**src/rtl/uart_rx_queue_pkg.sv**
```systemverilog
`timescale 1ns/1ps
package uart_rx_queue_pkg;

    // Receive trigger level for each select code.
    function automatic logic [4:0] trig_level(input logic [1:0] sel);
        logic [4:0] lvl;
        case (sel)
            2'b00:   lvl = 5'd1;
            2'b01:   lvl = 5'd4;
            2'b10:   lvl = 5'd8;
            default: lvl = 5'd14;
        endcase
        return lvl;
    endfunction

endpackage

```
**src/rtl/rxq_store.sv**
```systemverilog
`timescale 1ns/1ps
module rxq_store #(
    parameter int DEPTH = 16,
    parameter int DW    = 8,
    localparam int PW   = $clog2(DEPTH),
    localparam int CW   = $clog2(DEPTH + 1)
) (
    input  logic          clk,
    input  logic          rst_n,
    input  logic          fifo_en,
    input  logic          wr_valid,
    input  logic [DW-1:0] wr_data,
    input  logic          rd_en,
    output logic [DW-1:0] rd_data,
    output logic [CW-1:0] count,
    output logic          overrun
);

    typedef struct packed {
        logic [DEPTH-1:0][DW-1:0] mem;
        logic [PW-1:0]            wp;
        logic [PW-1:0]            rp;
        logic [CW-1:0]            cnt;
        logic [DW-1:0]            last;
        logic                     ovr;
        logic                     en;
    } store_t;

    store_t q, d;
    logic [CW-1:0] cap;
    logic          full, empty, do_rd, do_wr, flush;

    function automatic logic [PW-1:0] bump(input logic [PW-1:0] p);
        return (p == PW'(DEPTH - 1)) ? '0 : p + PW'(1);
    endfunction

    always_comb begin
        d     = q;
        cap   = fifo_en ? CW'(DEPTH) : CW'(1);
        full  = (q.cnt >= cap);
        empty = (q.cnt == '0);
        flush = (fifo_en != q.en);
        do_rd = rd_en && !empty && !flush;
        do_wr = wr_valid && (!full || do_rd) && !flush;
        d.en  = fifo_en;
        if (flush) begin
            d.wp  = '0;
            d.rp  = '0;
            d.cnt = '0;
            d.ovr = 1'b0;
        end else begin
            if (do_rd) begin
                d.last = q.mem[q.rp];
                d.rp   = bump(q.rp);
            end
            if (do_wr) begin
                d.mem[q.wp] = wr_data;
                d.wp        = bump(q.wp);
            end
            d.cnt = q.cnt + CW'(do_wr) - CW'(do_rd);
            if (rd_en)
                d.ovr = 1'b0;
            if (wr_valid && !do_wr)
                d.ovr = 1'b1;
        end
    end

    always_ff @(posedge clk or negedge rst_n) begin
        if (!rst_n) q <= '0;
        else        q <= d;
    end

    assign rd_data = (q.cnt == '0) ? q.last : q.mem[q.rp];
    assign count   = q.cnt;
    assign overrun = q.ovr;

    // occupancy never exceeds the storage depth
    p_count_bound_r2: assert property (@(posedge clk) disable iff (!rst_n)
        q.cnt <= CW'(DEPTH));

    // dropped character on a full queue raises overrun
    p_full_drop_r3: assert property (@(posedge clk) disable iff (!rst_n)
        (q.cnt == CW'(DEPTH) && wr_valid && !rd_en && fifo_en && q.en) |=> overrun);

    // reading an empty queue keeps the presented value
    p_empty_read_hold_r4: assert property (@(posedge clk) disable iff (!rst_n)
        (q.cnt == '0 && rd_en && !wr_valid && fifo_en == q.en) |=> $stable(rd_data));

    // single holding register mode never holds two characters
    p_single_slot_r11: assert property (@(posedge clk) disable iff (!rst_n)
        (!fifo_en && !q.en) |=> (count <= CW'(1)));

    // toggling the mode empties the queue
    p_mode_flush_r12: assert property (@(posedge clk) disable iff (!rst_n)
        (fifo_en != q.en) |=> (count == '0 && !overrun));

endmodule

```
**src/rtl/rxq_timeout.sv**
```systemverilog
`timescale 1ns/1ps
module rxq_timeout #(
    parameter int LEN_W = 4,
    localparam int MAXL = (1 << LEN_W) - 1,
    localparam int TW   = $clog2(4 * MAXL + 13)
) (
    input  logic             clk,
    input  logic             rst_n,
    input  logic [LEN_W-1:0] word_len,
    input  logic             bit_tick,
    input  logic             stop_mid,
    input  logic             rd_en,
    input  logic             wr_valid,
    input  logic             nonempty,
    output logic             pending
);

    typedef struct packed {
        logic [TW-1:0] cnt;
        logic          pend;
    } tmo_t;

    tmo_t q, d;
    logic [TW-1:0] limit, nxt;

    always_comb begin
        d     = q;
        limit = TW'({word_len, 2'b00}) + TW'(12);
        nxt   = q.cnt + TW'(1);
        if (!nonempty) begin
            d.cnt  = '0;
            d.pend = 1'b0;
        end else if (stop_mid || rd_en) begin
            d.cnt = '0;
        end else if (bit_tick) begin
            if (nxt >= limit) begin
                d.cnt  = '0;
                d.pend = 1'b1;
            end else begin
                d.cnt = nxt;
            end
        end
        if (rd_en || wr_valid)
            d.pend = 1'b0;
    end

    always_ff @(posedge clk or negedge rst_n) begin
        if (!rst_n) q <= '0;
        else        q <= d;
    end

    assign pending = q.pend;

    // no pending timeout after an empty cycle
    p_empty_quiet_r9: assert property (@(posedge clk) disable iff (!rst_n)
        !nonempty |=> !pending);

    // timeout only becomes pending on a bit-time strobe
    p_tick_rise_r7: assert property (@(posedge clk) disable iff (!rst_n)
        $rose(pending) |-> $past(bit_tick));

    // a read or a new character clears the pending timeout
    p_clear_on_access_r10: assert property (@(posedge clk) disable iff (!rst_n)
        (rd_en || wr_valid) |=> !pending);

endmodule

```
**src/rtl/uart_rx_queue.sv**
```systemverilog
`timescale 1ns/1ps
module uart_rx_queue
    import uart_rx_queue_pkg::*;
#(
    parameter int DEPTH = 16,
    parameter int DW    = 8,
    parameter int LEN_W = 4,
    localparam int CW   = $clog2(DEPTH + 1)
) (
    input  logic             clk,
    input  logic             rst_n,
    input  logic             fifo_en,
    input  logic [1:0]       trig_sel,
    input  logic [LEN_W-1:0] word_len,
    input  logic             tmo_en,
    input  logic             bit_tick,
    input  logic             stop_mid,
    input  logic             wr_valid,
    input  logic [DW-1:0]    wr_data,
    input  logic             rd_en,
    output logic [DW-1:0]    rd_data,
    output logic             data_ready,
    output logic             lvl_irq,
    output logic             tmo_irq,
    output logic             overrun
);

    logic [CW-1:0] count;
    logic [CW-1:0] trig;
    logic          tmo_pend;

    rxq_store #(.DEPTH(DEPTH), .DW(DW)) u_store (
        .clk      (clk),
        .rst_n    (rst_n),
        .fifo_en  (fifo_en),
        .wr_valid (wr_valid),
        .wr_data  (wr_data),
        .rd_en    (rd_en),
        .rd_data  (rd_data),
        .count    (count),
        .overrun  (overrun)
    );

    rxq_timeout #(.LEN_W(LEN_W)) u_tmo (
        .clk      (clk),
        .rst_n    (rst_n),
        .word_len (word_len),
        .bit_tick (bit_tick),
        .stop_mid (stop_mid),
        .rd_en    (rd_en),
        .wr_valid (wr_valid),
        .nonempty (data_ready),
        .pending  (tmo_pend)
    );

    always_comb begin
        trig       = fifo_en ? CW'(trig_level(trig_sel)) : CW'(1);
        data_ready = (count != '0);
        lvl_irq    = (count >= trig);
        tmo_irq    = tmo_en && tmo_pend;
    end

    // the level interrupt implies data is present
    p_lvl_has_data_r6: assert property (@(posedge clk) disable iff (!rst_n)
        lvl_irq |-> data_ready);

endmodule

```
**config.mk**
```make
export PLATFORM = sky130hd
export DESIGN_NAME = uart_rx_queue
export DESIGN_NICKNAME = d
export VERILOG_FILES = /design/src/rtl/uart_rx_queue_pkg.sv /design/src/rtl/rxq_store.sv /design/src/rtl/rxq_timeout.sv /design/src/rtl/uart_rx_queue.sv
export SDC_FILE = /design/constraint.sdc
export NUM_CORES = 1
export LEC_CHECK = 0
export ABC_AREA = 0
export BUFFER_PORTS_ARGS = -buffer_cell sky130_fd_sc_hd__buf_2
export CAP_MARGIN = 0
export CORE_ASPECT_RATIO = 1.2
export CORE_MARGIN = 8
export CORE_UTILIZATION = 25
export DETAILED_ROUTE_END_ITERATION = 8
export GPL_TIMING_DRIVEN = 0
export MAX_ROUTING_LAYER = met4
export PLACE_DENSITY_LB_ADDON = 0.12
export SLEW_MARGIN = 20
export SYNTH_ARGS = -nofsm -noshare
export SYNTH_HDL_FRONTEND = slang
export SYNTH_SLANG_ARGS = --single-unit
```
**constraint.sdc**
```tcl
create_clock -name clk -period 3.4 [get_ports clk]
set_clock_uncertainty 0.15 [all_clocks]
set_input_delay 0.17 -clock clk [delete_from_list [all_inputs] [get_ports clk]]
set_output_delay 0.17 -clock clk [all_outputs]
set_load 0.01 [all_outputs]
```
# After elaboration in Yosys (flattened, before gate mapping)

Cells that the tools add are included.
W data, S select, Z words.

Output and inout bits: 12
Register bits: 159
Input port bits: 22

Order comparisons: 6
Equality and inequality tests: 9
Reduce and logical (&&, ||, !) cells: 23
$add $sub $neg: 6
Muxes and demuxes: 24
Bitwise logic cells: 1

Operator list:

| cell                  | count |
|---|---|
| $bwmux W128           | 1 |
| $mux W8               | 5 |
| $bmux W8 S4           | 1 |
| $demux W8 S4          | 1 |
| $mux W4               | 4 |
| $mux W7               | 2 |
| $mux W13              | 1 |
| $ne A3 B3 Y1 const B  | 4 |
| $pmux W4 S3           | 1 |
| $ge A5 B5 Y1          | 2 |
| $lt A4 B5 Y1 const B  | 2 |
| $mux W5               | 2 |
| $add A4 B1 Y4 const B | 2 |
| $eq A4 B4 Y1 const B  | 2 |
| $add A6 B4 Y7 const B | 1 |
| $add A7 B1 Y7 const B | 1 |
| $ge A7 B7 Y1          | 1 |
| $logic_and A1 B1 Y1   | 7 |
| $mux W1               | 6 |
| $add A5 B1 Y5         | 1 |
| $logic_not A5 Y1      | 1 |
| $reduce_bool A5 Y1    | 1 |
| $sub A5 B1 Y5         | 1 |
| $ge A4 B1 Y1 const B  | 1 |
| other kinds (11)      | 18 |

# Depth between registers and ports, before layout

Depth in word-level cells: 11
Depth in mapped cells: 15

# Hierarchy

From an unflattened synthesis, not the netlist that was laid out.

Cells, all modules: 657
Area, all modules: 8504.4 um^2

By module, submodules not included:

| module        | area each (um^2) | cells an instance | times used |
|---|---|---|---|
| rxq_store     | 7805.0           | 583               | 1 |
| rxq_timeout   | 565.5            | 55                | 1 |
| uart_rx_queue | 133.9            | 19                | 1 |

# Least setup slack after synthesis

Ideal clock, no wire load.

Path kind: register -> register
From: reg u_store.q (netlist bit u_store.count[2])
To: reg u_store.q (netlist bit u_store.count[4])
Stages on the path, launching flop included: 16
Library setup time: 0.078 ns
Arrival time: 3.043 ns
Clock period less this slack: 3.272 ns
Data required time: 3.172 ns
Slack: 0.128 ns
Buffers on the path: 1
Path through: dfrtp_1 > inv_1 > ha_1 > nor4b_2 > inv_2 > nand3_4 > clkbuf_1 > inv_1 > ha_1 > inv_1 > ha_1 > fa_1 > a21oi_1 > nor2_1 > or3_1 > a21oi_1

RTL lines:

| what                   | line            | RTL |
|---|---|---|
| start, declared        | rxq_store.sv:29 | `store_t q, d;` |
| start signal, assigned | rxq_store.sv:69 | `if (!rst_n) q <= '0;` |
| start signal, assigned | rxq_store.sv:70 | `else q <= d;` |

# Final worst setup path

From: reg u_store.q[15] in the netlist's numbering
To: out rd_data[3]

Longest elaborated chain between the ends: 3

Ends and longest elaborated chain:

| what                          | line                | RTL |
|---|---|---|
| $bmux W8 S4                   | rxq_store.sv:73     | `assign rd_data = (q.cnt == '0) ? q.last : q.mem[q.rp];` |
| $mux W8 (implied by the code) | rxq_store.sv:73     |  |
| $mux W8                       | rxq_store.sv:73     |  |
| end, declared                 | uart_rx_queue.sv:21 | `output logic [DW-1:0] rd_data,` |

No other way between the ends. The select of a mux whose other input is x is not followed.

==> results_dict.tcl <==
set metrics [dict create \
    grt_pass1_vias 6066 \
    crit_path_end "rd_data[3]" \
    synthCells 659 \
    synth_top_area_cell "dfrtp_1" \
    vias_per_cell 4.73 \
    p_seq_share_pct 35.5 \
    reg2regPathDepth 15 \
    fp-row-count 72 \
    yosysMostFrequentCell "dfrtp_1" \
    drv_cap 0 \
    power_mw 6.50 \
    combPwrFrac_pct 33.6 \
    p_int_mw 4.22 \
    cts-root-buf "clkbuf_16" \
    drive_gt1_share_pct 34.9 \
    synth_async_sr_flop_share_pct 100 \
    ys_ff_latch 159 \
    setup_viol 0 \
    start_kind "flip-flop" \
    dr_total_vias 5425 \
    fillCellCount 3221 \
    dieHeight_um 215 \
    sw_frac_of_total_pct 35.0 \
    cts_tree "done" \
    grt_setup_unrepaired "false" \
    r2r_start "u_store.count[3]" \
    holdWs_ns 0.150 \
    final_util_pct 30.2 \
    status "finished, final reports clean" \
    worst-r2r-setup-slack_ns 0.22 \
    dp_cells 1098 \
    dieArea_um2 39000 \
    r2r_end "u_store.count[4]" \
    clock-sinks 159 \
    antenna_found_initial 1 \
    crit_path_start "u_store.q[15]" \
    final-seq-area_um2 3980 \
    finalCritPeriodShare_pct 94.0 \
    detail_route.wl_per_cell_um 19.6 \
    grt_pass1_wl_mm 36.1 \
    power_frac_clock_pct 30.9 \
    drtPass1Iterations 4 \
    clock_latency_ns 0.42 \
    nNetsFinal 776 \
    die_w_um 182 \
    synth.distinct_cells 49 \
    htree_levels 4 \
    hp-class "input port to flip-flop" \
    crit_type "flip-flop to output port" \
    p_switching_mw 2.27 \
    synth_area_leaders "dfrtp_1, mux2_2, mux2_4, mux4_2, ha_1" \
    powerDensity_nw_per_um2 664 \
    hpwlAfterDp_mm 15.6 \
    first_iter_violations 290 \
    ios 34 \
    syn_area_um2 8220 \
    syn_area_per_cell_um2 12.5 \
    timing.fmax_ghz 0.313 \
    synth-seq-area-share_pct 48.4 \
    synth_top_area_share_pct 48.4 \
    wl_mm 22.5 \
    core_um2 32300 \
    cp-end-kind "output port" \
    clock_path_buffers 2 \
    start_util_pct 25.4 \
    irDropWorstVdd_mv 0.392 \
    drv_slew 0 \
    p_leak_nw 4.53 \
    place_congestion 0.710 \
    area_growth_pct 19.0 \
    synth_nets 708 \
    synth_common_cells "dfrtp_1, mux2_2, nor2_1" \
    arrival_ns 2.88 \
    grt.overflow.total 0 \
    yosysWarnings 0 \
    tightest_slew_ns 1.08 \
    cp.required_ns 3.08 \
    finalHoldViolations 0 \
    relSlewSlack_pct 28.0 \
    stdcell_count 1148 \
    setup_ws_ns 0.204 \
    cts_made_buffers 17 \
    path_max_fanout 19 \
    finalCriticalPeriod_ns 3.20 \
    drc 0 \
    globalRouteTotalUtil_pct 12.4 \
    multiInputGateArea_um2 4010 \
    dp_slack_ns -0.547 \
    grt_max_degree 96 \
    synth_edf_count 0 \
    ys.flop_type "dfrtp_1" \
    clk_pin_slew_ns 0.07 \
    io_buffers 31 \
    final_antenna_net_count 0 \
]
## what timing repair did
action | 4_1_cts | 5_1_grt
hold buffers | 13 | 0
pin swaps | 1 | 0
gates resized for setup | 25 | 1
buffers inserted | 3 | 2
setup endpoints to repair | 12 | 1
endpoints found under the hold margin | 151 | 0
## how the worst min path moves through the flow
stage,depth (start not counted),end,start
2_1_floorplan,0,u_store.count[0],rst_n
3_3_place_gp,1,u_store.q[0],fifo_en
3_5_place_dp,1,u_store.count[4],rst_n
6_report,4,u_store.q[21],wr_valid
4_1_cts,4,u_store.q[21],wr_valid
5_1_grt,4,u_store.q[21],wr_valid
## critical path, stage by stage, from the launching register on
cell       delay [ns]
dfrtp_1          0.37
buf_4            0.21
buf_4            0.37
buf_4            0.28
a211oi_1         0.13
a2111oi_2        0.51
nor2_1           0.19
a21oi_1          0.22
buf_2            0.16
## power by group through the flow
stage | Combinational [mW] | Clock [mW] | Sequential [mW]
floorplan | 1.36 | 0 | 2.29
global placement | 2.05 | 0 | 2.32
detailed placement | 2.09 | 0 | 2.34
CTS | 2.22 | 2.06 | 2.31
global route | 2.44 | 2.15 | 2.34
finish | 2.18 | 2.01 | 2.30
## per-stage QoR
step,instance area [um2],TNS (ns)
floorplan,8220,0
global placement,8880,-68.47
detailed placement,8920,-1.41
CTS,9760,0
global route,9780,0
finish,9780,0
## cells by family (layout without fill, tap and decap cells)
logic type	count (synthesis)	after routing	synth area share [%]
AND/OR/NAND/NOR	142	142	8.74
flip-flops	159	159	48.4
other	0	1	0
AO/OA/AOI/OAI	90	90	7.05
multiplexers	168	168	26.4
buffers and inverters	60	141	3.58
XOR/XNOR	13	13	1.61
adder cells (fa/ha/maj)	27	27	4.20
## layout by cell type, fill, tap and decap left out, types with 5 or more instances in the layout
cell           Yosys  final
nor2b_1           11     10
o21ai_0           25     25
a211oi_1          16     16
xor2_1             7      7
mux2i_1           16     16
buf_4              2      9
ha_1              26     25
dfrtp_1          159    159
buf_6              6      6
mux2_2           100    100
dlygate4sd3_1      0     13
a2111oi_2          0      8
a21oi_1           26     26
xnor2_1            5      5
inv_1             14     13
clkbuf_16          0     17
inv_6              0      5
or3_1             15     15
mux2_4            32     32
clkbuf_1          23     21
mux4_2            16     16
buf_2             12     39
nand2b_1           9      9
nor2_1            43     43
nand2_1           26     26
nand3_1           16     16
## area by class of cell
class	instances	share of cell area, %
plain buffers	44	2.55
diodes	1	0.0256
inverters	15	0.576
flip-flops and latches	159	40.7
clock inverters	14	1.78
multi-input cells	440	41.0
repair buffers	50	3.68
well taps	407	5.21
clock buffers	18	4.49
## registers in the layout (all words and copies together) (netlist names)
signal,count
u_store.count,5
u_store.overrun,1
u_store.q,145
u_tmo.pending,1
u_tmo.q,7
## routing by layer
layer  global-route usage (%)  vias up  share of wire (%)
met3                     1.97       22                2.5
met5                        -        -                  0
met4                     4.21        0                2.2
li1                         -     2523                  -
met1                     14.8     2800                 45
met2                     20.9       80                 51
Note: power is estimated with default switching activity, not from simulation.
